### config.mk
export PLATFORM = sky130hd
export DESIGN_NAME = spi_regbank
export DESIGN_NICKNAME = d
export VERILOG_FILES = /design/src/rtl/spireg_pkg.sv /design/src/rtl/spireg_sync.sv /design/src/rtl/spireg_frame.sv /design/src/rtl/spireg_regs.sv /design/src/rtl/spi_regbank.sv
export SDC_FILE = /design/constraint.sdc
export NUM_CORES = 1
export LEC_CHECK = 0
export BUFFER_PORTS_ARGS = -buffer_cell sky130_fd_sc_hd__clkbuf_2
export CAP_MARGIN = 15
export CORE_ASPECT_RATIO = 0.9
export CORE_MARGIN = 2
export CORE_UTILIZATION = 40
export CTS_CLUSTER_SIZE = 8
export DETAILED_ROUTE_END_ITERATION = 16
export PLACE_DENSITY = 0.69
export SYNTH_ARGS = -nofsm -noshare
export SYNTH_HDL_FRONTEND = slang
export SYNTH_SLANG_ARGS = --single-unit
### constraint.sdc
create_clock -name clk -period 2.4 [get_ports clk]
set_clock_uncertainty 0.2 [all_clocks]
set_input_delay 0.48 -clock clk [delete_from_list [all_inputs] [get_ports clk]]
set_output_delay 0.48 -clock clk [all_outputs]
set_load 0.01 [all_outputs]
### src/rtl/spireg_pkg.sv
package spireg_pkg;
    localparam int DW          = 8;
    localparam int AW          = 7;
    localparam int PW_W        = 9;
    localparam int RC_W        = 3;
    localparam int ADC_W       = 4;
    localparam int CNT_W       = 16;
    localparam int SYNC_STAGES = 2;
    localparam int FRAME_BITS  = 2 * DW;
    localparam int FCNT_W      = $clog2(FRAME_BITS);

    localparam logic [AW-1:0] A_CTRL     = 7'h00;
    localparam logic [AW-1:0] A_MODE     = 7'h01;
    localparam logic [AW-1:0] A_ROW      = 7'h02;
    localparam logic [AW-1:0] A_COL      = 7'h03;
    localparam logic [AW-1:0] A_PW_LO    = 7'h04;
    localparam logic [AW-1:0] A_PW_HI    = 7'h05;
    localparam logic [AW-1:0] A_DAC      = 7'h06;
    localparam logic [AW-1:0] A_STATUS   = 7'h07;
    localparam logic [AW-1:0] A_ADC      = 7'h08;
    localparam logic [AW-1:0] A_SW_FIRST = 7'h09;
    localparam logic [AW-1:0] A_SW_LAST  = 7'h0A;
    localparam logic [AW-1:0] A_SW_STEP  = 7'h0B;
    localparam logic [AW-1:0] A_REPEAT   = 7'h0C;
    localparam logic [AW-1:0] A_COMP     = 7'h0D;
    localparam logic [AW-1:0] A_CNT_LO   = 7'h0E;
    localparam logic [AW-1:0] A_HALF     = 7'h0F;
    localparam logic [AW-1:0] A_HIST     = 7'h10;
    localparam logic [AW-1:0] A_CNT_HI   = 7'h11;
    localparam logic [AW-1:0] A_SW_ADC   = 7'h12;
    localparam logic [AW-1:0] A_FIRST_UNMAPPED = 7'h13;

    typedef struct packed {
        logic            abort;
        logic            auto_sweep;
        logic            comp_en;
        logic [1:0]      mode;
        logic [RC_W-1:0] row;
        logic [RC_W-1:0] col;
        logic [PW_W-1:0] pw;
        logic [DW-1:0]   dac;
        logic [DW-1:0]   sw_first;
        logic [DW-1:0]   sw_last;
        logic [DW-1:0]   sw_step;
        logic [DW-1:0]   rep;
        logic [DW-1:0]   comp_thr;
    } cfg_t;

    typedef struct packed {
        logic             busy;
        logic             done;
        logic             error;
        logic             comp_hit;
        logic             sense;
        logic [ADC_W-1:0] adc;
        logic [CNT_W-1:0] pcount;
        logic [DW-1:0]    act_dac;
        logic [DW-1:0]    sweep_adc;
    } stat_t;

    function automatic cfg_t cfg_reset();
        cfg_t c;
        c          = '0;
        c.pw       = PW_W'(10);
        c.dac      = 8'h80;
        c.sw_first = 8'h00;
        c.sw_last  = 8'hFF;
        c.sw_step  = 8'h10;
        c.comp_thr = 8'hFF;
        return c;
    endfunction

    function automatic logic [DW-1:0] status_byte(stat_t s);
        return {s.comp_hit, 3'b000, s.sense, s.error, s.done, s.busy};
    endfunction
endpackage

### src/rtl/spireg_sync.sv
module spireg_sync #(
    parameter int W = 1,
    parameter int STAGES = 2,
    parameter logic [W-1:0] RST_VAL = '0
) (
    input  logic         clk,
    input  logic         rst,
    input  logic [W-1:0] d,
    output logic [W-1:0] q
);
    logic [W-1:0] stage [STAGES];

    always_ff @(posedge clk) begin
        if (rst) begin
            for (int i = 0; i < STAGES; i++) stage[i] <= RST_VAL;
        end else begin
            stage[0] <= d;
            for (int i = 1; i < STAGES; i++) stage[i] <= stage[i-1];
        end
    end

    assign q = stage[STAGES-1];
endmodule

### src/rtl/spireg_frame.sv
module spireg_frame
    import spireg_pkg::*;
(
    input  logic          clk,
    input  logic          rst,
    input  logic          sck_s,
    input  logic          csn_s,
    input  logic          mosi_s,
    input  logic [DW-1:0] rd_data,
    output logic [AW-1:0] rd_addr,
    output logic          wr_stb,
    output logic [AW-1:0] wr_addr,
    output logic [DW-1:0] wr_data,
    output logic          miso_bit
);
    localparam logic [FCNT_W-1:0] LAST_CMD    = FCNT_W'(DW - 1);
    localparam logic [FCNT_W-1:0] LAST_DATA   = FCNT_W'(FRAME_BITS - 1);
    localparam logic [FCNT_W-1:0] FIRST_SHIFT = FCNT_W'(DW + 1);
    localparam logic [FCNT_W-1:0] HOLD_BIT    = FCNT_W'(DW);

    logic              sck_d;
    logic [FCNT_W-1:0] bit_cnt;
    logic [DW-2:0]     rx_sh;
    logic [DW-1:0]     cmd_q;
    logic [DW-1:0]     tx_sh;
    logic              sck_rise, sck_fall;

    assign sck_rise = sck_s & ~sck_d;
    assign sck_fall = ~sck_s & sck_d;
    assign rd_addr  = {rx_sh[DW-3:0], mosi_s};
    assign miso_bit = tx_sh[DW-1];

    always_ff @(posedge clk) begin
        if (rst) begin
            sck_d   <= 1'b0;
            bit_cnt <= '0;
            rx_sh   <= '0;
            cmd_q   <= '0;
            tx_sh   <= '0;
            wr_stb  <= 1'b0;
            wr_addr <= '0;
            wr_data <= '0;
        end else begin
            sck_d  <= sck_s;
            wr_stb <= 1'b0;
            if (csn_s) begin
                bit_cnt <= '0;
                tx_sh   <= '0;
            end else if (sck_rise) begin
                rx_sh   <= {rx_sh[DW-3:0], mosi_s};
                bit_cnt <= bit_cnt + 1'b1;
                if (bit_cnt == LAST_CMD) begin
                    cmd_q <= {rx_sh, mosi_s};
                    tx_sh <= rx_sh[DW-2] ? '0 : rd_data;
                end
                if (bit_cnt == LAST_DATA && cmd_q[DW-1]) begin
                    wr_stb  <= 1'b1;
                    wr_addr <= cmd_q[AW-1:0];
                    wr_data <= {rx_sh, mosi_s};
                end
            end else if (sck_fall && bit_cnt >= FIRST_SHIFT) begin
                tx_sh <= {tx_sh[DW-2:0], 1'b0};
            end
        end
    end

    assert_cs_discards_R11: assert property (@(posedge clk) disable iff (rst)
        csn_s |=> (bit_cnt == '0 && !wr_stb));

    assert_msb_held_R3: assert property (@(posedge clk) disable iff (rst)
        (sck_fall && !csn_s && bit_cnt == HOLD_BIT) |=> $stable(tx_sh));

    assert_write_needs_cmd_R2: assert property (@(posedge clk) disable iff (rst)
        wr_stb |-> cmd_q[DW-1]);
endmodule

### src/rtl/spireg_regs.sv
module spireg_regs
    import spireg_pkg::*;
(
    input  logic          clk,
    input  logic          rst,
    input  logic          wr_stb,
    input  logic [AW-1:0] wr_addr,
    input  logic [DW-1:0] wr_data,
    input  logic [AW-1:0] rd_addr,
    input  stat_t         stat,
    input  logic [DW-1:0] hist_set,
    output logic [DW-1:0] rd_data,
    output cfg_t          cfg_q,
    output logic          start_q,
    output logic [DW-1:0] hist_q
);
    logic clr_q;

    always_ff @(posedge clk) begin
        if (rst) begin
            cfg_q   <= cfg_reset();
            start_q <= 1'b0;
            clr_q   <= 1'b0;
            hist_q  <= '0;
        end else begin
            start_q <= 1'b0;
            clr_q   <= 1'b0;
            hist_q  <= (clr_q ? '0 : hist_q) | hist_set;
            if (wr_stb) begin
                case (wr_addr)
                    A_CTRL: begin
                        start_q          <= wr_data[0];
                        cfg_q.abort      <= wr_data[1];
                        cfg_q.auto_sweep <= wr_data[2];
                        cfg_q.comp_en    <= wr_data[3];
                        clr_q            <= wr_data[4];
                    end
                    A_MODE:     cfg_q.mode     <= wr_data[1:0];
                    A_ROW:      cfg_q.row      <= wr_data[RC_W-1:0];
                    A_COL:      cfg_q.col      <= wr_data[RC_W-1:0];
                    A_PW_LO:    cfg_q.pw[DW-1:0] <= wr_data;
                    A_PW_HI:    cfg_q.pw[PW_W-1] <= wr_data[0];
                    A_DAC:      cfg_q.dac      <= wr_data;
                    A_SW_FIRST: cfg_q.sw_first <= wr_data;
                    A_SW_LAST:  cfg_q.sw_last  <= wr_data;
                    A_SW_STEP:  cfg_q.sw_step  <= wr_data;
                    A_REPEAT:   cfg_q.rep      <= wr_data;
                    A_COMP:     cfg_q.comp_thr <= wr_data;
                    default: ;
                endcase
            end
        end
    end

    always_comb begin
        rd_data = '0;
        case (rd_addr)
            A_CTRL:     rd_data = {3'b000, clr_q, cfg_q.comp_en, cfg_q.auto_sweep,
                                   cfg_q.abort, start_q};
            A_MODE:     rd_data = {6'b0, cfg_q.mode};
            A_ROW:      rd_data = {{(DW-RC_W){1'b0}}, cfg_q.row};
            A_COL:      rd_data = {{(DW-RC_W){1'b0}}, cfg_q.col};
            A_PW_LO:    rd_data = cfg_q.pw[DW-1:0];
            A_PW_HI:    rd_data = {{(DW-1){1'b0}}, cfg_q.pw[PW_W-1]};
            A_DAC:      rd_data = cfg_q.dac;
            A_STATUS:   rd_data = status_byte(stat);
            A_ADC:      rd_data = {{(DW-ADC_W){1'b0}}, stat.adc};
            A_SW_FIRST: rd_data = cfg_q.sw_first;
            A_SW_LAST:  rd_data = cfg_q.sw_last;
            A_SW_STEP:  rd_data = cfg_q.sw_step;
            A_REPEAT:   rd_data = cfg_q.rep;
            A_COMP:     rd_data = cfg_q.comp_thr;
            A_CNT_LO:   rd_data = stat.pcount[DW-1:0];
            A_HALF:     rd_data = {1'b0, stat.act_dac[DW-1:1]};
            A_HIST:     rd_data = hist_q;
            A_CNT_HI:   rd_data = stat.pcount[CNT_W-1:DW];
            A_SW_ADC:   rd_data = stat.sweep_adc;
            default:    rd_data = '0;
        endcase
    end

    assert_defaults_R1: assert property (@(posedge clk) disable iff (rst)
        $past(rst) |-> (cfg_q == cfg_reset() && hist_q == '0 && !start_q));

    assert_start_single_R5: assert property (@(posedge clk) disable iff (rst)
        start_q |=> !start_q);

    assert_status_readonly_R6: assert property (@(posedge clk) disable iff (rst)
        (wr_stb && wr_addr == A_STATUS) |=> $stable(cfg_q));

    assert_unmapped_ignored_R10: assert property (@(posedge clk) disable iff (rst)
        (wr_stb && wr_addr >= A_FIRST_UNMAPPED) |=> $stable(cfg_q));

    assert_hist_sticky_R9: assert property (@(posedge clk) disable iff (rst)
        !clr_q |=> ((hist_q & $past(hist_q)) == $past(hist_q)));
endmodule

### src/rtl/spi_regbank.sv
module spi_regbank
    import spireg_pkg::*;
(
    input  logic             clk,
    input  logic             rst,
    input  logic             spi_sck,
    input  logic             spi_cs_n,
    input  logic             spi_mosi,
    output logic             spi_miso,
    output logic             spi_miso_oe,
    input  logic             seq_busy,
    input  logic             seq_done,
    input  logic             seq_error,
    input  logic             seq_comp_hit,
    input  logic             sense_in,
    input  logic [ADC_W-1:0] adc_nib,
    input  logic [CNT_W-1:0] pulse_count,
    input  logic [DW-1:0]    active_dac,
    input  logic [DW-1:0]    sweep_last_adc,
    input  logic [DW-1:0]    hist_set,
    output logic             start_pulse,
    output logic             abort_req,
    output logic             auto_sweep,
    output logic             comp_en,
    output logic [1:0]       op_mode,
    output logic [RC_W-1:0]  row_sel,
    output logic [RC_W-1:0]  col_sel,
    output logic [PW_W-1:0]  pulse_width,
    output logic [DW-1:0]    dac_code,
    output logic [DW-1:0]    sweep_first,
    output logic [DW-1:0]    sweep_last,
    output logic [DW-1:0]    sweep_step,
    output logic [3:0]       repeat_count,
    output logic [3:0]       gap_units,
    output logic [DW-1:0]    comp_threshold,
    output logic [DW-1:0]    comp_history
);
    logic          sck_s, csn_s, mosi_s;
    logic [AW-1:0] rd_addr, wr_addr;
    logic [DW-1:0] rd_data, wr_data;
    logic          wr_stb;
    cfg_t          cfg;
    stat_t         stat;

    spireg_sync #(.W(3), .STAGES(SYNC_STAGES), .RST_VAL(3'b010)) u_sync (
        .clk (clk),
        .rst (rst),
        .d   ({spi_sck, spi_cs_n, spi_mosi}),
        .q   ({sck_s, csn_s, mosi_s})
    );

    spireg_frame u_frame (
        .clk      (clk),
        .rst      (rst),
        .sck_s    (sck_s),
        .csn_s    (csn_s),
        .mosi_s   (mosi_s),
        .rd_data  (rd_data),
        .rd_addr  (rd_addr),
        .wr_stb   (wr_stb),
        .wr_addr  (wr_addr),
        .wr_data  (wr_data),
        .miso_bit (spi_miso)
    );

    assign stat = '{busy: seq_busy, done: seq_done, error: seq_error,
                    comp_hit: seq_comp_hit, sense: sense_in, adc: adc_nib,
                    pcount: pulse_count, act_dac: active_dac,
                    sweep_adc: sweep_last_adc};

    spireg_regs u_regs (
        .clk      (clk),
        .rst      (rst),
        .wr_stb   (wr_stb),
        .wr_addr  (wr_addr),
        .wr_data  (wr_data),
        .rd_addr  (rd_addr),
        .stat     (stat),
        .hist_set (hist_set),
        .rd_data  (rd_data),
        .cfg_q    (cfg),
        .start_q  (start_pulse),
        .hist_q   (comp_history)
    );

    assign spi_miso_oe    = ~spi_cs_n;
    assign abort_req      = cfg.abort;
    assign auto_sweep     = cfg.auto_sweep;
    assign comp_en        = cfg.comp_en;
    assign op_mode        = cfg.mode;
    assign row_sel        = cfg.row;
    assign col_sel        = cfg.col;
    assign pulse_width    = cfg.pw;
    assign dac_code       = cfg.dac;
    assign sweep_first    = cfg.sw_first;
    assign sweep_last     = cfg.sw_last;
    assign sweep_step     = cfg.sw_step;
    assign repeat_count   = cfg.rep[3:0];
    assign gap_units      = cfg.rep[7:4];
    assign comp_threshold = cfg.comp_thr;

    assert_miso_quiet_idle_R4: assert property (@(posedge clk) disable iff (rst)
        (csn_s && $past(csn_s)) |-> !spi_miso);
endmodule

==> impl_metrics.env, run 1 <==
export IMPL_status="finished, final reports clean"
export IMPL_finalNetCount=920
export IMPL_drive_gt1_frac=0.2660
export IMPL_post_route_period_util=0.9564
export IMPL_synthAdderAreaFrac=0.006126
export IMPL_ant_nets=0
export IMPL_critPathMaxFanout=8
export IMPL_fin_crit_ps=2295
export IMPL_ys_seq_area_frac=0.4182
export IMPL_dr_pass1_iters=5
export IMPL_cp_end_kind="register"
export IMPL_root_buffer="clkbuf_16"
export IMPL_antenna_found_initial=0
export IMPL_drv_slew=0
export IMPL_final_cell_mix="130 x clkbuf_2, 127 x dfxtp_1, 94 x nand2_1, 72 x nor2_1, 68 x a21oi_1"
export IMPL_numCtsBuffers=17
export IMPL_synth_edff_count=0
export IMPL_cts_tree="done"
export IMPL_clkSinkCount=128
export IMPL_path_clk_slew_ps=60
export IMPL_synth_mux_area_frac=0.08944
export IMPL_io_pins=133
export IMPL_die_area_sq_um=16330
export IMPL_tightestPinTransition_ps=644.9
export IMPL_arrival_ps=2400
export IMPL_synth_xor_area_frac=0.004288
export IMPL_synth_seq_cells=128
export IMPL_synth_flop_cell="dfxtp_1"
export IMPL_hpwl_um=15490
export IMPL_ctsLongestPathBuffers=2
export IMPL_hold_buffers=0
export IMPL_path_class="reg2reg"
export IMPL_synth_nets=786
export IMPL_h_tree_depth=4
export IMPL_yosys_area_share_simple=0.2471
export IMPL_critPathMaxStageDelay_ps=560
export IMPL_core_area_sq_um=14820
export IMPL_syn2layout_area_growth_pct=26.12
export IMPL_finalNonFillerCells=1074
export IMPL_synth_area_per_cell_sq_um=8.405
export IMPL_synth_compound_area_frac=0.1815
export IMPL_crit_path_start="u_frame.wr_addr[5]"
export IMPL_grt_max_degree=66
export IMPL_slew_limit_headroom=0.5640
export IMPL_remaining_drc_errors=0
export IMPL_viasPerCell=5.788
export IMPL_setup_viol=0
export IMPL_cp_slowest_cell="or4b_4"
export IMPL_layout_commonest_cell="clkbuf_2"
export IMPL_std_cell_rows=42
export IMPL_diodes=0
export IMPL_yosys_cell_types_count=68
export IMPL_numPortBuffers=131
export IMPL_p_leak_uw=0.003086
export IMPL_grt_pass1_wl_um=31910
export IMPL_hold_violations=0
export IMPL_insertion_delay_ps=430
export IMPL_crit_path_start_kind="register"
export IMPL_syn_inst=729
export IMPL_syn_area_sq_um=6127
export IMPL_placed_cells=1042
export IMPL_peakVddDrop_mv=0.5154
export IMPL_crit_chain="or4b_4 > or3_1 > nor3_4 > mux2i_1 > nor2_1"
export IMPL_die_height_um=121.4
export IMPL_hp_start="spi_cs_n"
export IMPL_async_reset_ff_frac=0
export IMPL_hold_class="in2reg"
export IMPL_rsz0062_at_grt="false"
export IMPL_worstPathRequired_ps=2510
export IMPL_drt_iter0_drc=780
export IMPL_vias=6216
export IMPL_grt_overflow=0
export IMPL_cap_violations=0
export IMPL_power_density_nw_per_um2=632.5
export IMPL_cts_resized=0
export IMPL_fmax_mhz=435.7
export IMPL_grt_usage=0.2599
export IMPL_finish_utilization=0.5214
export IMPL_synth_top_family_by_area="simple AND/OR/NAND/NOR gates"
export IMPL_place_congestion=0.9540
export IMPL_r2r_start="u_frame.wr_addr[5]"
export IMPL_power_uw=4887
export IMPL_fin_setup_tns_ps=0
export IMPL_die_w_um=134.5
export IMPL_grt_pass1_vias=5570
export IMPL_start_util=0.4135
export IMPL_wirelength_um=21290
export IMPL_postCtsSetupBuffers=0
export IMPL_yosys_warnings=0
export IMPL_wl_per_cell_um=19.82
area by class of cell:
cell class	instances	area, sq um
fill	1449	7092
clock buffer	24	481.7
sequential	128	2564
inverter	17	63.81
multi-input combinational	525	3238
tap	198	247.7
timing repair buffer	174	1028
clock inverter	8	103.9
path summary, 6_finish.rpt:
kind	to	slack, ps	cells after the start
setup / recovery	u_regs.cfg_q[65]	100	5
hold reg to reg	u_sync.stage[0][4]	210	1
hold / removal	u_sync.stage[0][1]	50	3
setup reg to reg	u_regs.cfg_q[65]	100	5
worst max-delay path: cells and delay by family, from the launching register on:
| family | cells | cell delay, ps |
|---|---|---|
| multiplexers | 1 | 220 |
| AND/OR/NAND/NOR | 4 | 1430 |
| flip-flops | 1 | 320 |
synth_stat cells (4+ instances only):
cell / n / area share
nand3b_1: 9 / 0.011
o21ai_0: 20 / 0.016
a22oi_1: 9 / 0.011
nand2_1: 94 / 0.058
inv_1: 17 / 0.010
nor3_1: 7 / 0.0057
a311oi_1: 4 / 0.0057
mux2_2: 12 / 0.022
nand4_1: 8 / 0.0082
and2_1: 4 / 0.0041
buf_2: 21 / 0.017
nor2_1: 72 / 0.044
nand4b_1: 6 / 0.0086
o211ai_1: 23 / 0.028
a32o_1: 4 / 0.0065
a31oi_1: 6 / 0.0061
dfxtp_1: 128 / 0.42
buf_1: 7 / 0.0043
clkbuf_1: 28 / 0.017
nor2b_1: 17 / 0.017
nor3b_1: 7 / 0.0086
and3_1: 10 / 0.010
nand3_1: 36 / 0.029
mux2i_1: 39 / 0.064
a21oi_1: 68 / 0.056
metrics by stage:
step	hold slack (ps)	instance area (sq um)	setup WS (ps)
finish	47.14	7727	104.6
global route	63.89	7727	39.98
CTS	41.85	7727	111.9
detailed placement	203.9	7142	127.7
global placement	191.3	7142	129.2
floorplan	189.5	6127	321.5
where the power goes:
part           switching [uW]  internal (uW)
sequential               12.6           2140
combinational            94.8           71.6
clock                     955           1610
sequential cells by signal (all words and copies together), names as in the netlist:
| register | flops |
|---|---|
| u_frame.wr_addr | 7 |
| u_regs.hist_q | 8 |
| u_regs.cfg_q | 68 |
| u_regs.start_q | 1 |
| u_frame.cmd_q | 8 |
| u_frame.sck_d | 1 |
| u_frame.tx_sh | 8 |
| u_frame.bit_cnt | 4 |
| u_frame.wr_stb | 1 |
| u_regs.clr_q | 1 |
| u_frame.wr_data | 8 |
| u_frame.rx_sh | 7 |
| u_sync.stage | 6 |
per-layer routing:
metal	track usage	share of wire	wire [um]	up-vias
li1	-	-	-	2875
met1	0.3657	0.43	9165	2967
met2	0.3941	0.45	9592	343
met3	0.06433	0.10	2181	31
met4	0.07500	0.017	352	0
met5	0	0	0	-
cells by family (layout without fill, tap and decap cells):
logic type / after synthesis / after routing
flops: 128 / 128
compound gates: 171 / 171
simple gates: 296 / 296
fa+ha+maj: 3 / 3
buf+inv: 76 / 223
mux: 52 / 52
xor+xnor: 3 / 3
Power figures use the tool's default switching activity.
==> run 2, diff against run 1 <==
--- a/config.mk
+++ b/config.mk
@@ -5,6 +5,7 @@
 export SDC_FILE = /design/constraint.sdc
 export NUM_CORES = 1
 export LEC_CHECK = 0
+export ABC_AREA = 1
 export BUFFER_PORTS_ARGS = -buffer_cell sky130_fd_sc_hd__clkbuf_2
 export CAP_MARGIN = 15
 export CORE_ASPECT_RATIO = 0.9
==> impl_metrics.env, run 2 <==
export IMPL_ctsLongestPathBuffers=2
export IMPL_yosys_area_top_type="dfxtp_1"
export IMPL_rsz0062_at_grt="false"
export IMPL_grt_pass1_vias=5585
export IMPL_worst_path_stages=10
export IMPL_final_cell_area_sq_um=7456
export IMPL_n_fill_cell=1494
export IMPL_drt_iter0_drc=594
export IMPL_regMostFlops="u_regs.cfg_q"
export IMPL_cap_violations=0
export IMPL_path_clk_slew_ps=50
export IMPL_synth_seq_cells=128
export IMPL_crit_path_start_kind="register"
export IMPL_status="finished, final reports clean"
export IMPL_yosys_cell_types_count=28
export IMPL_viasPerCell=5.129
export IMPL_drv_slew=0
export IMPL_grt_overflow=0
export IMPL_slew_limit_headroom=0.5971
export IMPL_yosys_warnings=0
export IMPL_core_area_sq_um=14560
export IMPL_clkSinkCount=128
export IMPL_syn2layout_area_growth_pct=26.81
export IMPL_h_tree_depth=4
export IMPL_peakVddDrop_mv=0.4960
export IMPL_arrival_ps=2330
export IMPL_critPathMaxFanout=9
export IMPL_ff_latch_area_sq_um=2564
export IMPL_pre_cts_ws_ps=192.5
export IMPL_placed_area_sq_um=6805
export IMPL_start_util=0.4039
export IMPL_worst_path_buf_inv=0
export IMPL_rr_endpoint="u_frame.tx_sh[5]"
export IMPL_ff2ff_setup_slack_ps=220
export IMPL_synth_nets=929
export IMPL_die_height_um=119.0
export IMPL_multiInputGateArea_sq_um=2867
export IMPL_remaining_drc_errors=0
export IMPL_post_route_period_util=0.9088
export IMPL_largest_reg_flops=68
export IMPL_min_to="u_sync.stage[0][2]"
export IMPL_hold_violations=0
export IMPL_hold_buffers=0
export IMPL_path_class="reg2reg"
export IMPL_die_area_sq_um=15690
export IMPL_layout_commonest_cell="nand2_1"
export IMPL_fmax_mhz=458.5
export IMPL_die_w_um=131.8
export IMPL_synth_flop_cell="dfxtp_1"
export IMPL_fin_crit_ps=2181
export IMPL_cp_slowest_cell="dfxtp_1"
export IMPL_grt_pass1_wl_um=29870
export IMPL_hold_class="in2reg"
export IMPL_hp_start="spi_sck"
export IMPL_cp_end_kind="register"
export IMPL_hpwl_um=13950
export IMPL_worstPathRequired_ps=2550
export IMPL_crit_chain="nand2_2 > nor2_1 > nand2_1 > nand2_1 > nor2_1 > nand3_1 > nor2_1 > nor2_2 > nand2_1 > a21oi_1"
export IMPL_setup_viol=0
export IMPL_antenna_found_initial=0
export IMPL_syn_inst=872
export IMPL_wirelength_um=19010
export IMPL_fin_setup_tns_ps=0
export IMPL_async_reset_ff_frac=0
export IMPL_cts_tree="done"
export IMPL_yosys_top_cells_count="197 x nand2_1, 138 x nor2_1, 128 x dfxtp_1"
export IMPL_numCtsBuffers=17
export IMPL_numPortBuffers=131
export IMPL_insertion_delay_ps=430
export IMPL_power_density_nw_per_um2=666.6
export IMPL_ant_nets=0
export IMPL_synth_edff_count=0
export IMPL_wl_per_cell_um=15.55
export IMPL_worstHoldPathCells=3
export IMPL_setup_slack_ps=218.9
export IMPL_r2r_start="u_frame.rx_sh[0]"
export IMPL_synthTopCellsByArea="dfxtp_1 44%, nand2_1 13%, nor2_1 8.8%"
export IMPL_p_leak_uw=0.003444
export IMPL_std_cell_rows=42
export IMPL_syn_area_sq_um=5879
export IMPL_critPathMaxStageDelay_ps=520
export IMPL_finalNetCount=1069
export IMPL_grt_usage=0.2475
export IMPL_r2r_cells=10
export IMPL_synth_most_common_cell="nand2_1"
export IMPL_dr_pass1_iters=5
export IMPL_critPathTopFamily="simple AND/OR/NAND/NOR gates"
export IMPL_diodes=0
export IMPL_place_congestion=0.9784
export IMPL_ys_seq_area_frac=0.4358
export IMPL_vias=6273
export IMPL_drive_gt1_frac=0.2068
export IMPL_finish_utilization=0.5122
export IMPL_io_pins=133
export IMPL_root_buffer="clkbuf_16"
export IMPL_synth_area_per_cell_sq_um=6.742
export IMPL_tightestPinTransition_ps=603.7
export IMPL_synth_top_area_frac=0.4358
export IMPL_grt_max_degree=88
export IMPL_final_cell_mix="197 x nand2_1, 137 x nor2_1, 131 x clkbuf_2, 127 x dfxtp_1, 86 x o21ai_0"
[run 2: cell types whose count changed after synthesis, sizes merged, moves of 9 or more]
cell	change
nand2	+103
nor2	+76
o21ai	+66
inv	+58
mux2i	-39
nand3	+37
nor2b	-18
a21oi	+17
buf	-17
mux2	-12
o211ai	-10
a22oi	-9
and3	-9
nor3b	-9
[run 2: worst max-delay path by stage]
stage | end | startpoint
final | u_frame.tx_sh[5] | u_frame.rx_sh[0]
after global routing | u_frame.tx_sh[1] | u_frame.rx_sh[0]
after CTS | u_frame.tx_sh[4] | u_frame.rx_sh[3]
after detailed placement | u_frame.tx_sh[4] | u_frame.rx_sh[3]
after global placement | u_frame.tx_sh[7] | u_frame.rx_sh[3]
after floorplan | u_frame.tx_sh[3] | u_frame.bit_cnt[0]
[run 2: power by group]
group          switching (uW)  internal [uW]
clock                     945           1730
combinational            80.8           60.0
sequential               10.9           2140
total                    1040           3930
[run 2: worst reg2reg max path, stage by stage, from the launching register on]
cell and delay [ps]:
dfxtp_1 520, nand2_2 190, nor2_1 300, nand2_1 170, nand2_1 100, nor2_1 40, nand3_1 70, nor2_1 70
nor2_2 200, nand2_1 90, a21oi_1 150
[run 2: routing by layer]
layer  up-vias  global-route usage  part of all wire
li1       3138                   -                 -
met1      2834              0.3392              0.45
met2       262              0.3698              0.44
met3        39             0.06343             0.079
met4         0              0.1046             0.030
met5         -                   0                 0
[run 2: through the flow]
stage	instances	total power (uW)	hold WS [ps]
after CTS	1219	4988	35.74
after floorplan	872	2262	188.3
after global placement	1187	2338	192.0
after detailed placement	1187	2338	192.3
after global routing	1223	5122	47.59
final	1223	4970	40.11
[run 2: layout make-up]
cell class,count,share of cell area
Clock inverter,10,0.01779
Timing Repair Buffer,155,0.1155
Tap cell,198,0.03323
Clock buffer,22,0.06494
Multi-Input combinational cell,630,0.3845
Sequential cell,128,0.3438
Inverter,80,0.04028
[run 2: logic make-up after synthesis]
family | share of synthesized area
simple gates | 0.3160
compound gates | 0.1639
flops | 0.4358
buf+inv | 0.07789
fa+ha+maj | 0.006385
[run 2: repair_timing]
| action | CTS | global route |
|---|---|---|
| buffers inserted | 0 | 4 |
| resized for setup | 0 | 2 |
| setup endpoints to repair | 0 | 7 |
